**config.mk**
```make
export PLATFORM = sky130hd
export DESIGN_NAME = bus_watch_trig
export DESIGN_NICKNAME = d
export VERILOG_FILES = /design/src/rtl/bwt_pkg.sv /design/src/rtl/bwt_datapath.sv /design/src/rtl/bwt_control.sv /design/src/rtl/bus_watch_trig.sv
export SDC_FILE = /design/constraint.sdc
export NUM_CORES = 1
export LEC_CHECK = 0
export BUFFER_PORTS_ARGS = -buffer_cell sky130_fd_sc_hd__buf_2
export CAP_MARGIN = 25
export CORE_MARGIN = 1.5
export CORE_UTILIZATION = 50
export DETAILED_ROUTE_END_ITERATION = 16
export GPL_TIMING_DRIVEN = 0
export PLACE_DENSITY = 0.69
export SETUP_SLACK_MARGIN = 0.15
export SLEW_MARGIN = 5
export SYNTH_ARGS = -nofsm -noshare
export SYNTH_HDL_FRONTEND = slang
export SYNTH_SLANG_ARGS = --single-unit
```
**constraint.sdc**
```tcl
create_clock -name clk -period 4.5 [get_ports clk]
set_clock_uncertainty 0.05 [all_clocks]
set_input_delay 0.9 -clock clk [delete_from_list [all_inputs] [get_ports clk]]
set_output_delay 0.9 -clock clk [all_outputs]
set_load 0.005 [all_outputs]
```
**src/rtl/bwt_pkg.sv**
```systemverilog
`timescale 1ns/1ps
package bwt_pkg;
  localparam int unsigned BIT_EN  = 7;
  localparam int unsigned BIT_ARM = 6;
  localparam int unsigned BIT_TAG = 5;
  localparam int unsigned BIT_BRK = 4;

  localparam logic [2:0] OFS_CTRL = 3'd0;
  localparam logic [2:0] OFS_MODE = 3'd1;
  localparam logic [2:0] OFS_CMP0 = 3'd2;

  typedef struct packed {
    logic push;
    logic flush;
  } dpStrobe_t;
endpackage

```
**src/rtl/bwt_datapath.sv**
```systemverilog
`timescale 1ns/1ps
module bwt_datapath
  import bwt_pkg::*;
#(
  parameter int ADDR_W = 16,
  parameter int DEPTH  = 8,
  parameter int LVL_W  = $clog2(DEPTH + 1)
) (
  input  logic              clk,
  input  logic              rstN,
  input  logic              regWe,
  input  logic [2:0]        regAddr,
  input  logic [7:0]        regWdata,
  input  logic              busValid,
  input  logic              busRw,
  input  logic [ADDR_W-1:0] busAddr,
  input  logic [3:0]        rwCfg,
  input  dpStrobe_t         strb,
  input  logic              fifoRd,
  output logic [ADDR_W-1:0] cmpVal [2],
  output logic              hit,
  output logic [ADDR_W-1:0] fifoDout,
  output logic [LVL_W-1:0]  fifoLevel,
  output logic              fifoFull,
  output logic              fifoLast
);
  localparam int PTR_W = (DEPTH > 1) ? $clog2(DEPTH) : 1;
  localparam logic [LVL_W-1:0] FULL_LVL = LVL_W'(DEPTH);
  localparam logic [LVL_W-1:0] LAST_LVL = LVL_W'(DEPTH - 1);
  localparam logic [PTR_W-1:0] PTR_TOP  = PTR_W'(DEPTH - 1);

  logic [1:0] hitVec;

  always_ff @(posedge clk or negedge rstN) begin
    if (!rstN) begin
      for (int c = 0; c < 2; c++) cmpVal[c] <= '0;
    end else if (regWe) begin
      for (int c = 0; c < 2; c++) begin
        if (regAddr == OFS_CMP0 + 3'(2 * c))
          cmpVal[c][7:0] <= regWdata;
        if (regAddr == OFS_CMP0 + 3'(2 * c + 1))
          cmpVal[c][ADDR_W-1:8] <= regWdata[ADDR_W-9:0];
      end
    end
  end

  // comparator c uses rwCfg[3-2c] as value, rwCfg[2-2c] as enable
  always_comb begin
    for (int c = 0; c < 2; c++) begin
      hitVec[c] = busValid && (busAddr == cmpVal[c]) &&
                  (!rwCfg[2 - 2 * c] || (busRw == rwCfg[3 - 2 * c]));
    end
  end
  assign hit = |hitVec;

  logic [ADDR_W-1:0] mem [DEPTH];
  logic [PTR_W-1:0]  wrPtr, rdPtr;
  logic              doPush, doPop;

  assign fifoFull = (fifoLevel == FULL_LVL);
  assign fifoLast = (fifoLevel == LAST_LVL);
  assign doPush   = strb.push && !fifoFull;
  assign doPop    = fifoRd && (fifoLevel != '0);
  assign fifoDout = mem[rdPtr];

  always_ff @(posedge clk) begin
    if (doPush && !strb.flush) mem[wrPtr] <= busAddr;
  end

  always_ff @(posedge clk or negedge rstN) begin
    if (!rstN) begin
      wrPtr     <= '0;
      rdPtr     <= '0;
      fifoLevel <= '0;
    end else if (strb.flush) begin
      wrPtr     <= '0;
      rdPtr     <= '0;
      fifoLevel <= '0;
    end else begin
      if (doPush) wrPtr <= (wrPtr == PTR_TOP) ? '0 : wrPtr + 1'b1;
      if (doPop)  rdPtr <= (rdPtr == PTR_TOP) ? '0 : rdPtr + 1'b1;
      fifoLevel <= fifoLevel + LVL_W'(doPush) - LVL_W'(doPop);
    end
  end
endmodule

```
**src/rtl/bwt_control.sv**
```systemverilog
`timescale 1ns/1ps
module bwt_control
  import bwt_pkg::*;
(
  input  logic       clk,
  input  logic       rstN,
  input  logic       regWe,
  input  logic [2:0] regAddr,
  input  logic [7:0] regWdata,
  input  logic       secure,
  input  logic       hit,
  input  logic       fifoFull,
  input  logic       fifoLast,
  output logic [7:0] ctrlQ,
  output logic       beginMode,
  output dpStrobe_t  strb,
  output logic       brkReq,
  output logic       brkTag,
  output logic       runDone
);
  logic ctrlWr, modeWr, armed, trig, wrEn, done;

  assign ctrlWr = regWe && (regAddr == OFS_CTRL);
  assign modeWr = regWe && (regAddr == OFS_MODE);
  assign armed  = ctrlQ[BIT_EN] && ctrlQ[BIT_ARM];
  assign trig   = armed && hit && !ctrlWr;
  assign wrEn   = regWdata[BIT_EN] && !secure;

  assign strb.push  = trig && !fifoFull;
  assign strb.flush = ctrlWr && wrEn && regWdata[BIT_ARM];
  assign done       = beginMode ? (strb.push && fifoLast) : trig;

  always_ff @(posedge clk or negedge rstN) begin
    if (!rstN) begin
      ctrlQ     <= '0;
      beginMode <= 1'b0;
      brkReq    <= 1'b0;
      brkTag    <= 1'b0;
      runDone   <= 1'b0;
    end else begin
      if (ctrlWr)
        ctrlQ <= {wrEn, wrEn && regWdata[BIT_ARM], regWdata[5:0]};
      else if (secure) begin
        ctrlQ[BIT_EN]  <= 1'b0;
        ctrlQ[BIT_ARM] <= 1'b0;
      end else if (done)
        ctrlQ[BIT_ARM] <= 1'b0;
      if (modeWr) beginMode <= regWdata[0];
      brkReq  <= done && ctrlQ[BIT_BRK];
      brkTag  <= done && ctrlQ[BIT_BRK] && ctrlQ[BIT_TAG];
      runDone <= done;
    end
  end
endmodule

```
**src/rtl/bus_watch_trig.sv**
```systemverilog
`timescale 1ns/1ps
module bus_watch_trig
  import bwt_pkg::*;
#(
  parameter int ADDR_W     = 16,
  parameter int FIFO_DEPTH = 8,
  localparam int LVL_W     = $clog2(FIFO_DEPTH + 1)
) (
  input  logic              clk,
  input  logic              rstN,
  input  logic              regWe,
  input  logic [2:0]        regAddr,
  input  logic [7:0]        regWdata,
  output logic [7:0]        regRdata,
  input  logic              busValid,
  input  logic              busRw,
  input  logic [ADDR_W-1:0] busAddr,
  input  logic              secure,
  output logic              brkReq,
  output logic              brkTag,
  output logic              runDone,
  input  logic              fifoRd,
  output logic [ADDR_W-1:0] fifoDout,
  output logic [LVL_W-1:0]  fifoLevel,
  output logic              fifoFull
);
  logic [7:0]        ctrlQ;
  logic              beginMode, hit, fifoLast;
  dpStrobe_t         strb;
  logic [ADDR_W-1:0] cmpVal [2];
  logic [15:0]       cmpA16, cmpB16;

  bwt_control u_ctrl (
    .clk(clk), .rstN(rstN), .regWe(regWe), .regAddr(regAddr),
    .regWdata(regWdata), .secure(secure), .hit(hit),
    .fifoFull(fifoFull), .fifoLast(fifoLast), .ctrlQ(ctrlQ),
    .beginMode(beginMode), .strb(strb), .brkReq(brkReq),
    .brkTag(brkTag), .runDone(runDone)
  );

  bwt_datapath #(.ADDR_W(ADDR_W), .DEPTH(FIFO_DEPTH), .LVL_W(LVL_W)) u_dp (
    .clk(clk), .rstN(rstN), .regWe(regWe), .regAddr(regAddr),
    .regWdata(regWdata), .busValid(busValid), .busRw(busRw),
    .busAddr(busAddr), .rwCfg(ctrlQ[3:0]), .strb(strb), .fifoRd(fifoRd),
    .cmpVal(cmpVal), .hit(hit), .fifoDout(fifoDout),
    .fifoLevel(fifoLevel), .fifoFull(fifoFull), .fifoLast(fifoLast)
  );

  assign cmpA16 = 16'(cmpVal[0]);
  assign cmpB16 = 16'(cmpVal[1]);

  always_comb begin
    case (regAddr)
      3'd0:    regRdata = ctrlQ;
      3'd1:    regRdata = {7'd0, beginMode};
      3'd2:    regRdata = cmpA16[7:0];
      3'd3:    regRdata = cmpA16[15:8];
      3'd4:    regRdata = cmpB16[7:0];
      3'd5:    regRdata = cmpB16[15:8];
      default: regRdata = 8'd0;
    endcase
  end
endmodule

```
# == After elaboration in Yosys (flattened, before gate mapping) ==
# Memory sizes are Yosys's and may differ from the RTL's.
# Index checks and enable logic that the tools add are counted.
# totals
reg_bits,54
ramBits,128
inputBits,34
output_inout_bits,32
memories,1
# classes
n_addsub,4
eq_ne,13
n_mux,15
n_reduce_logical,39
# mem_list
name,words,width,rd,rd_clocked_by_memory_dff,write_ports,line_no,rtl
u_dp.mem,8,16,1,0,1,bwt_datapath.sv:56,logic [ADDR_W-1:0] mem [DEPTH];
# op_table
operator,count
8-bit case mux with 6 select lines,1
16-bit equality test,2
1-bit logical AND,20
3-bit 2-to-1 mux,6
"3-bit equality test, second input constant",4
2-bit AND reduction,4
"3-bit by 1-bit adder with 3-bit output, second input constant",2
"3-bit by 2-bit equality test with 1-bit output, second input constant",2
1-bit zero test,6
1-bit 2-to-1 mux,6
2-bit nonzero test,3
4-bit by 1-bit adder with 4-bit output,1
"4-bit by 3-bit equality test with 1-bit output, second input constant",1
"4-bit equality test, second input constant",1
4-bit 2-to-1 mux,1
4-bit nonzero test,1
4-bit by 1-bit subtractor with 4-bit output,1
"3-bit by 1-bit equality test with 1-bit output, second input constant",1
3-bit zero test,1
3-bit nonzero test,1
1-bit equality test,2
1-bit logical OR,2
2-bit 2-to-1 mux,1
2-bit OR reduction,1

# == Depth between registers and ports, before layout ==
# Gate-level depths: netlist of the first run.
# depth
ltp_word,12
mapped_depth,12
mapped_depth_nobuf,12

# == Modules after synthesis ==
# From an unflattened synthesis of the first run, not the netlist that was laid out.
# unflattened
cells_unflattened,453
area_unflattened_um2,8041.5
# by_module_without_submodules
module,n_inst,cells_each,area_per_inst_um2
bwt_datapath,1,375,7174.4
bwt_control,1,35,513.0
bus_watch_trig,1,43,354.1

# == Worst setup path after synthesis of the first run ==
# No wires, ideal clock.
# synth_timing
path_kind,input to register
startpoint,input port busAddr[7]
endpoint,"memory u_dp.mem[2][0], enable pin"
t_arrival_ns,3.321
setup_slack_ns,0.699
cell_stages,6
n_path_buf,1
path_cell_list,xor2_1 nor4_1 a32o_2 nand2_2 buf_6 nor4_1
# synth_via
elab_chain_cells,11
word_cells_on_any_way,14
classes_between,2 x eq/ne; 2 x mux; 10 x reduce/logical
# synth_rtl
element,line_no,rtl
start: declaration,bus_watch_trig.sv:17,"input logic [ADDR_W-1:0] busAddr,"
16-bit equality test,bwt_datapath.sv:50,hitVec[c] = busValid && (busAddr == cmpVal[c]) &&
1-bit logical AND (2 in series),bwt_datapath.sv:50,
2-bit OR reduction (*),bwt_datapath.sv:54,assign hit = |hitVec;
1-bit logical AND (*) (2 in series),bwt_control.sv:26,assign trig = armed && hit && !ctrlWr;
1-bit logical AND (*),bwt_control.sv:29,assign strb.push = trig && !fifoFull;
1-bit logical AND (*),bwt_datapath.sv:62,assign doPush = strb.push && !fifoFull;
1-bit logical AND (*),bwt_datapath.sv:67,if (doPush && !strb.flush) mem[wrPtr] <= busAddr;
1-bit 2-to-1 mux (*),bwt_datapath.sv:67,
1-bit 2-to-1 mux (not written as such) (*),bwt_datapath.sv:67,
end: declaration,bwt_datapath.sv:56,
# Every way passes the cells marked *; elsewhere a longest branch is shown, timed or not.

# == Worst setup path after layout of the first run ==
# layout_timing
startpoint,register u_dp.rdPtr[1]
endpoint,output port fifoDout[2]
# layout_via
elab_chain_cells,1
# layout_rtl
element,line_no,rtl
start: declaration,bwt_datapath.sv:57,"logic [PTR_W-1:0] wrPtr, rdPtr;"
start signal: assignment,bwt_datapath.sv:81,if (doPop) rdPtr <= (rdPtr == PTR_TOP) ? '0 : rdPtr + 1'b1;
memory read 8 x 16 bit,n/a,
end: declaration,bus_watch_trig.sv:23,"output logic [ADDR_W-1:0] fifoDout,"
# Every way passes these cells.

==> results of run 1 <==
-- final timing paths --
check                                       startpoint                          end  cells after the start
max                          u_dp.rdPtr[1]$_DFFE_PN0P_                  fifoDout[2]                      5
min                                               rstN  u_ctrl.ctrlQ[2]$_DFFE_PN0P_                      1
max reg2reg                 u_dp.cmpVal[8]$_DFFE_PN0P_     u_dp.mem[7][2]$_DFFE_PP_                      8
min reg2reg                u_ctrl.ctrlQ[2]$_DFFE_PN0P_  u_ctrl.ctrlQ[2]$_DFFE_PN0P_                      2
max in group asynchronous                         rstN  u_dp.cmpVal[11]$_DFFE_PN0P_                      2
min in group clk           u_ctrl.ctrlQ[2]$_DFFE_PN0P_  u_ctrl.ctrlQ[2]$_DFFE_PN0P_                      2
-- critical path: cells and delay by family (launching register included) --
kind / cells / cell delay, ns
buffers and inverters: 3 / 1.03
multiplexers: 2 / 0.69
flip-flops: 1 / 0.35
-- Yosys cell counts (all sizes together) --
master and number:
a41o 1, nor3 10, a21oi 11, o221ai 4, nor4 5, mux2i 6, a32oi 2, fa 1
ha 11, nand4 7, a22oi 5, and2 2, nor2 14, nand3 6, mux4 32, o22ai 1
dfrtp 54, o21ai 4, a21o 2, clkbuf 8, and3 3, a221oi 1, nand2 33, a32o 1
a31oi 1, xor2 6, nor4b 2, xnor2 30, nor2b 6, inv 15, buf 11, mux2 54
nand2b 2, edfxtp 128
-- per-layer routing --
metal  vias to the layer above  global-route usage [%]  wire length (µm)
met2                       140                   36.94              8485
li1                       2027                       -                 -
met3                        15                   4.865               852
met5                         -                       0                 0
met4                         0                   6.742               178
met1                      2293                   28.79              7166
-- power by group --
| part | internal [mW] | leakage, nW | total (mW) | switching (mW) |
|---|---|---|---|---|
| registers | 1.91 | 1.81 | 2.03 | 0.115 |
| logic | 0.660 | 1.38 | 1.24 | 0.578 |
| clock network | 0.823 | 0.285 | 1.46 | 0.637 |
| total | 3.39 | 3.47 | 4.72 | 1.33 |
-- sequential cells by signal, summed over array words and instances, names as in the netlist --
signal,count
u_dp.mem,128
u_dp.cmpVal,32
u_ctrl.ctrlQ,8
u_dp.fifoLevel,4
u_dp.rdPtr,3
u_dp.wrPtr,3
u_ctrl.beginMode,1
u_ctrl.brkReq,1
u_ctrl.brkTag,1
u_ctrl.runDone,1
-- layout make-up --
class                           count  area [µm²]  share of cell area, %
Inverter                           15       56.30                 0.6094
Buffer                             19       90.09                 0.9751
Timing Repair Buffer               77       452.9                  4.902
Multi-Input combinational cell    263        2601                  28.16
Sequential cell                   182        5195                  56.23
Clock buffer                       17       425.4                  4.605
Clock inverter                     15       153.9                  1.666
Tap cell                          211       264.0                  2.858
-- stage by stage --
step	std cells	setup TNS, ns	instance area (µm²)
final	799	0	9239
after global routing	799	0	9239
after CTS	799	0	9239
after detailed placement	767	0	8660
after global placement	754	-88.01	8474
after floorplan	479	0	7890
-- logic make-up (layout without fill, tap and decap cells) --
group	after synthesis	after routing	synth area share, %
DFF	182	182	65.84
muxes	92	92	17.65
and+or+nand+nor	90	90	5.836
xor gates and xnor gates	36	36	3.996
buffers and inverters	34	143	1.855
AOI/OAI and AO/OA	33	33	2.823
adders and majority gates	12	12	1.998
==> impl_metrics.ini, run 1 <==
[cells_and_area]
areaGrowthSynthToFinish_pct = 17.09
fin_nets = 621
fill_cells = 1180
layout_commonest_cell = edfxtp_1
fin_util_pct = 60.33
antenna_cells = 0
layout_common_cells = edfxtp_1, buf_2, dfrtp_1, mux2_2
drive_gt1_share_pct = 36.56

[clock_network]
cts_tree = yes
ctsResizeCount = 0
insertion_delay_ns = 0.43
clk_path_buf_depth = 2
post_cts_buffers = 0
cts_inserted_buffers = 17
clkSinkCount = 182
cts_hold_buffers = 0
cts_max_level = 4
cts_root_buffer = clkbuf_16
clk_pin_slew_worst_paths_ns = 0.07

[detailed_routing]
drt-wirelength-per-cell_um = 20.88
vias_per_cell = 5.601
firstDrtPassIters = 4
drc = 0
drtAntennaViolNets = 0
drt_iter0_drc = 409
drt_wl_total_mm = 16.68
vias = 4475

[critical_path]
cp-start-kind = flip-flop
cp_data_arrival_time_ns = 2.50
cpMostUsedCell = clkbuf_1
cp_max_fo = 10
slowest_stage = clkbuf_1
cp_cell_sequence = clkbuf_1 > clkbuf_1 > mux4_2 > mux2_2 > buf_2
end_kind = primary output
r2r_slack_ns = 1.52
critPathKind = flip-flop to primary output
worstPathRequired_ns = 3.55
crit_path_max_incr_delay_ns = 0.63

[placed_design]
hpwl_mm = 11.98
preCtsSetupSlack_ns = 0.7979
place.gp.congestion = 0.8485
io_buffers = 64

[timing]
maxSlewViolCount = 0
setup_violations = 0
worst_slack_ns = 1.050
timing.final.crit_share_pct = 76.66
hold_ws_ns = 0.4151
finalCriticalPeriod_ns = 3.450
tightestPinTransition_ns = 0.9146
max_freq_mhz = 289.9
hold_viol_final = 0
rsz0062_at_grt = false
relSlewSlack_pct = 38.70

[pwr]
pwr_density_cell_mw_per_mm2 = 511.2
vdd_drop_max_v = 0.0003283
total_power_mw = 4.723
p_leak_nw = 3.471

[logic_synthesis]
avgSynthCellArea_um2 = 16.47
synth_top_cell_by_area = edfxtp_1
synth_nets = 525
ys_types = 41
ys_ff_latch = 182
synth_warnings = 0
synth_area_leaders = edfxtp_1, dfrtp_1, mux4_2
ys_seq_area_share_pct = 65.84
syn_area_mm2 = 0.007890
netlist_instances = 479
synth.top_cell.area_share_pct = 48.72

[floorplanning]
die_w_um = 128.6
num_rows = 45
core_area_mm2 = 0.01531
die_h_um = 128.6
start_util_pct = 51.52
die_area_mm2 = 0.01654
io_pins = 66

[global_routing]
grt_max_degree = 31
antenna_found_initial = 0
grt_pass1_vias = 4699
grt_usage_pct = 21.93
gr-total-overflow = 0
grt_pass1_wl_mm = 26.25

[job]
max-cap-violations = 0

[status]
run_status = finished, final reports clean

[worst_hold_path]
worst_hold_path_type = input pin to asynchronous set/reset pin
Note: power is estimated with default switching activity, not from simulation.
==> run 2, diff against run 1 <==
--- a/config.mk
+++ b/config.mk
@@ -5,13 +5,14 @@
 export SDC_FILE = /design/constraint.sdc
 export NUM_CORES = 1
 export LEC_CHECK = 0
+export ABC_AREA = 1
 export BUFFER_PORTS_ARGS = -buffer_cell sky130_fd_sc_hd__buf_2
 export CAP_MARGIN = 25
 export CORE_MARGIN = 1.5
 export CORE_UTILIZATION = 50
 export DETAILED_ROUTE_END_ITERATION = 16
 export GPL_TIMING_DRIVEN = 0
-export PLACE_DENSITY = 0.69
+export PLACE_DENSITY = 0.71
 export SETUP_SLACK_MARGIN = 0.15
 export SLEW_MARGIN = 5
 export SYNTH_ARGS = -nofsm -noshare
==> constraint.sdc (replaced) <==
create_clock -name clk -period 3.05 [get_ports clk]
set_clock_uncertainty 0.05 [all_clocks]
set_input_delay 0.61 -clock clk [delete_from_list [all_inputs] [get_ports clk]]
set_output_delay 0.61 -clock clk [all_outputs]
set_load 0.005 [all_outputs]
==> run 2 against run 1 <==
Final area grew 2.9%. Via count grew 35%. Power grew 60%. Register-to-register slack lost 1.0 ns. Critical path type unchanged. Largest power group unchanged. Highest routed layer unchanged.
==> impl_metrics.ini, run 2 <==
[status]
run_status = finished, final reports clean

[clock_network]
cts_inserted_buffers = 17
clkSinkCount = 182
cts_root_buffer = clkbuf_16
cts_tree = yes
cts_max_level = 4
insertion_delay_ns = 0.43
clk_pin_slew_worst_paths_ns = 0.07
post_cts_buffers = 0
clk_path_buf_depth = 2

[logic_synthesis]
synth.top_cell.area_share_pct = 47.33
synth_top_family_by_area = simple AND/OR/NAND/NOR gates
avgSynthCellArea_um2 = 10.22
synth_edf_count = 128
yosys-mux-area-fraction_pct = 0
ys_ff_latch = 182
synth_top_cell_by_area = edfxtp_1
synthFlopType = edfxtp_1
synth_nets = 841
synth_area_leaders = edfxtp_1, dfrtp_1, nor2_1
syn_area_mm2 = 0.008122
ys_seq_area_share_pct = 63.97
netlist_instances = 795
synth_warnings = 0
synth_fa_ha_area_share_pct = 1.941
postSynth.asyncResetShare_pct = 29.67
synth_common_cells = nor2_1, nand2_1, edfxtp_1
yosys.area_share.simple_pct = 17.16
ys_types = 38
synth_compound_area_share_pct = 10.61
synth.most_common_cell = nor2_1
synth_xor_area_share_pct = 1.402

[timing]
timing.final.crit_share_pct = 91.78
relSlewSlack_pct = 40.38
tightestPinTransition_ns = 0.8934
maxSlewViolCount = 0
hold_viol_final = 0
hold_ws_ns = 0.1073
setup_violations = 0
max_freq_mhz = 357.2
fin_setup_tns_ns = 0
finalCriticalPeriod_ns = 2.799
rsz0062_at_grt = true

[critical_path]
cpMostUsedCell = buf_2
cp-start-kind = flip-flop
cp_cell_sequence = inv_1 > buf_2 > o21ai_0 > o22ai_1 > nor2_1 > a31oi_2 > buf_2
end_kind = primary output
cp_max_fo = 10
worstPathRequired_ns = 2.39
slowest_stage = dfrtp_1
cp_data_arrival_time_ns = 2.14
critPathKind = flip-flop to primary output
crit_path_max_incr_delay_ns = 0.48

[detailed_routing]
drc = 0
drtAntennaViolNets = 0
firstDrtPassIters = 5
drt_wl_total_mm = 20.02
vias = 6026
vias_per_cell = 5.404
drt_iter0_drc = 557
drt-wirelength-per-cell_um = 17.96

[cells_and_area]
final_area_mm2 = 0.009507
top_register = u_dp.mem
fin_util_pct = 59.85
layout_commonest_cell = nand2_1
largest_reg_flops = 128
areaGrowthSynthToFinish_pct = 17.05
antenna_cells = 0
layout_common_cells = nand2_1, nor2_1, edfxtp_1, o21ai_0, buf_2
drive_gt1_share_pct = 16.91
seqCellArea_mm2 = 0.005195
fin_nets = 932
multi_input_area_mm2 = 0.002560
fill_cells = 1385
reg_top3 = u_dp.mem: 128 flops, u_dp.cmpVal: 32 flops, u_ctrl.ctrlQ: 8 flops

[placed_design]
hpwl_mm = 13.99
placed_area_mm2 = 0.008861
io_buffers = 65
place.gp.congestion = 0.9116

[global_routing]
grt_usage_pct = 24.74
grt_max_degree = 33
grt_pass1_vias = 5571
grt_pass1_wl_mm = 30.44
antenna_found_initial = 0
gr-total-overflow = 0

[job]
max-cap-violations = 0

[floorplanning]
die_area_mm2 = 0.01702
num_rows = 46
io_pins = 66
die_w_um = 130.5
die_h_um = 130.5
start_util_pct = 51.13
core_area_mm2 = 0.01589

[pwr]
p_leak_nw = 3.950
pwr_density_cell_mw_per_mm2 = 793.4
vdd_drop_max_v = 0.0004803

[worst_hold_path]
worst_hold_path_type = input pin to asynchronous set/reset pin
run 2: cell types whose count changed after synthesis, moves of 23 or more:
cell,change
o21ai_0,+83
o21ai_1,+23
inv_1,+50
nor2_1,+134
mux2_2,-53
nand2_1,+110
mux4_2,-32
run 2: metal layers:
layer,global-route usage (%),routed length [µm],vias to the layer above,part of all wire (%)
met2,41.73,9850,235,49
met1,32.50,8481,2887,42
met5,0,0,-,0
met4,8.209,352,0,1.8
li1,-,-,2878,-
met3,4.723,1338,26,6.7
run 2: area by class of cell:
type,instances,area share [%]
buffer,29,1.566
clock buffer,20,4.593
clock inverter,12,1.843
inverter,71,2.856
multi-input combinational,513,26.93
sequential,182,54.65
tap,216,2.843
timing repair buffer,72,4.725
run 2: timing repair:
item	CTS	global route
endpoints found under the setup margin	8	12
hold buffers	0	0
pin swaps	0	0
gates resized for setup	9	13
run 2: logic make-up after synthesis:
family	Yosys count
simple gates	331
flops	182
compound gates	157
buf+inv	100
xor+xnor	13
fa+ha+maj	12
run 2: final timing paths:
check	start	cells past startpoint	slack, ns	to
min reg2reg	u_dp.cmpVal[25]$_DFFE_PN0P_	2	0.47	u_dp.cmpVal[25]$_DFFE_PN0P_
min	rstN	1	0.11	u_dp.cmpVal[29]$_DFFE_PN0P_
min in group clk	regWdata[5]	3	0.44	u_dp.cmpVal[21]$_DFFE_PN0P_
max in group asynchronous	rstN	2	2.28	u_dp.wrPtr[1]$_DFFE_PN0P_
max reg2reg	u_dp.cmpVal[17]$_DFFE_PN0P_	12	0.49	u_dp.mem[5][11]$_DFFE_PP_
max	u_dp.rdPtr[1]$_DFFE_PN0P_	7	0.25	fifoDout[14]
run 2: power breakdown:
| group | total, mW | internal (mW) | switching, mW |
|---|---|---|---|
| sequential | 2.96 | 2.80 | 0.158 |
| combinational | 2.28 | 0.841 | 1.44 |
| clock | 2.30 | 1.37 | 0.923 |
| total | 7.54 | 5.02 | 2.52 |
run 2: through the flow:
step                setup slack [ns]  power (mW)  cells
floorplan                     0.4865       4.370    795
global placement             -0.6519       5.178   1076
detailed placement          -0.04937       5.235   1083
CTS                           0.1851       7.512   1115
global route                  0.1316       7.960   1115
finish                        0.2506       7.543   1115
run 2: worst max-delay path, delay by kind of cell, from the launching register on:
family | cells | cell delay, ns
buffers and inverters | 3 | 0.67
DFF | 1 | 0.48
AOI/OAI and AO/OA | 3 | 0.49
and+or+nand+nor | 1 | 0.08
==> run 3, diff against run 2 <==
--- a/config.mk
+++ b/config.mk
@@ -5,7 +5,6 @@
 export SDC_FILE = /design/constraint.sdc
 export NUM_CORES = 1
 export LEC_CHECK = 0
-export ABC_AREA = 1
 export BUFFER_PORTS_ARGS = -buffer_cell sky130_fd_sc_hd__buf_2
 export CAP_MARGIN = 25
 export CORE_MARGIN = 1.5
==> run 3 against run 2 <==
Count of clock-buffer cells in the layout shrank 3. Critical path type unchanged. Sequential share of layout area up 1.1 points. Global-route usage fell by 2.7 points. Worst setup slack lost 0.017 ns. Register-to-register slack got worse by 0.16 ns. Clock power fell by 10%. Utilization up 1.0 points.
==> impl_metrics.ini, run 3 (synthesis gave the netlist of run 1 again) <==
[critical_path]
rr_startpoint = u_dp.cmpVal[8]$_DFFE_PN0P_
rr_worst_depth = 8
cp_data_arrival_time_ns = 2.16
cp-start-kind = flip-flop
crit_path_max_incr_delay_ns = 0.51
worstPathRequired_ns = 2.39
cpMostUsedCell = buf_6
end_kind = primary output
cp_cell_sequence = buf_6 > buf_6 > mux4_2 > mux2_2 > buf_2
critPathKind = flip-flop to primary output
critPathLaunch = u_dp.rdPtr[0]$_DFFE_PN0P_
slowest_stage = mux4_2
cp_max_fo = 10

[timing]
relSlewSlack_pct = 61.60
rsz0062_at_grt = false
tightestPinTransition_ns = 0.5717
timing.final.crit_share_pct = 92.33
finalCriticalPeriod_ns = 2.816
hold_viol_final = 0
max_freq_mhz = 355.1
setup_violations = 0
maxSlewViolCount = 0

[cells_and_area]
layout_common_cells = edfxtp_1, buf_2, dfrtp_1, mux2_2
stdcell_count = 803
drive_gt1_share_pct = 37.84
antenna_cells = 0
top_register = u_dp.mem
fin_nets = 625
areaGrowthSynthToFinish_pct = 18.17
reg_top3 = u_dp.mem: 128 flops, u_dp.cmpVal: 32 flops, u_ctrl.ctrlQ: 8 flops
fill_cells = 1196
layout_commonest_cell = edfxtp_1
largest_reg_flops = 128

[pwr]
vdd_drop_max_v = 0.0004690
pwr_density_cell_mw_per_mm2 = 746.6
total_power_mw = 6.961
p_leak_nw = 3.514

[global_routing]
grt_pass1_wl_mm = 26.28
antenna_found_initial = 0
grt_pass1_vias = 4630
grt_usage_pct = 22.07
grt_max_degree = 36
gr-total-overflow = 0

[floorplanning]
io_pins = 66
die_area_mm2 = 0.01654
core_area_mm2 = 0.01531
die_w_um = 128.6
start_util_pct = 51.52
die_h_um = 128.6
num_rows = 45

[detailed_routing]
vias_per_cell = 5.636
drc = 0
drtAntennaViolNets = 0
drt-wirelength-per-cell_um = 21.50
vias = 4526
drt_iter0_drc = 270
drt_wl_total_mm = 17.26
firstDrtPassIters = 4

[placed_design]
dp_cells = 767
io_buffers = 64
place.gp.congestion = 0.8701
hpwl_mm = 11.86

[worst_hold_path]
worst_hold_path_type = input pin to asynchronous set/reset pin

[clock_network]
insertion_delay_ns = 0.44
clk_pin_slew_worst_paths_ns = 0.07
clkSinkCount = 182
cts_root_buffer = clkbuf_16
clk_path_buf_depth = 2
cts_tree = yes
cts_inserted_buffers = 17
cts_max_level = 4

[status]
run_status = finished, final reports clean

[job]
max-cap-violations = 0
## run 3: report_power, final
group	switching (mW)	internal [mW]	total, mW
clock network	0.943	1.12	2.07
registers	0.184	2.82	3.00
logic	0.865	1.03	1.89
## run 3: layout make-up
| class | count | area [µm²] | share of cell area (%) |
|---|---|---|---|
| buffer | 19 | 133.9 | 1.436 |
| clock buffer | 17 | 425.4 | 4.563 |
| clock inverter | 15 | 127.6 | 1.369 |
| inverter | 15 | 56.30 | 0.6039 |
| multi-input combinational | 263 | 2654 | 28.46 |
| sequential | 182 | 5195 | 55.72 |
| tap | 211 | 264.0 | 2.831 |
| timing repair buffer | 81 | 467.9 | 5.019 |
## run 3: final timing paths
path / end / slack [ns]
worst max register to register: u_dp.mem[7][4]$_DFFE_PP_ / 0.33
worst min-delay path: u_ctrl.ctrlQ[4]$_DFFE_PN0P_ / 0.07
worst min register to register: u_ctrl.beginMode$_DFFE_PN0P_ / 0.49
min in group clk: u_ctrl.ctrlQ[7]$_DFFE_PN0P_ / 0.31
worst max-delay path: fifoDout[12] / 0.23
max in group asynchronous: u_dp.cmpVal[5]$_DFFE_PN0P_ / 2.33
## run 3: critical path: cells and delay by family, from the launching register on
| kind | cells | cell delay [ns] |
|---|---|---|
| muxes | 2 | 0.79 |
| buffers and inverters | 3 | 0.52 |
| DFF | 1 | 0.39 |
## run 3: repair_timing
item	CTS	global route
setup endpoints to repair	71	64
hold buffers	0	0
gates resized for setup	19	7
setup buffers	0	4
pin swaps	0	2
## run 3: routing by layer
layer,GRT usage [%],wire length [µm],up-vias
met2,37.29,8916,141
met1,28.74,7258,2331
met3,5.405,894,21
li1,-,-,2033
met5,0,0,-
met4,6.213,193,0
## run 3: through the flow
step	worst slack (ns)	cell area [µm²]	hold WS, ns	TNS, ns	utilization [%]
2_1_floorplan	-0.4612	7890	0.2644	-30.69	-
3_3_place_gp	-2.323	8474	0.4498	-238.13	55.34
3_5_place_dp	-0.3002	8645	0.4673	-20.34	56.45
4_1_cts	0.1225	9263	0.07233	0	60.48
5_1_grt	0.1487	9324	0.1009	0	60.88
6_report	0.2339	9324	0.07445	0	60.88
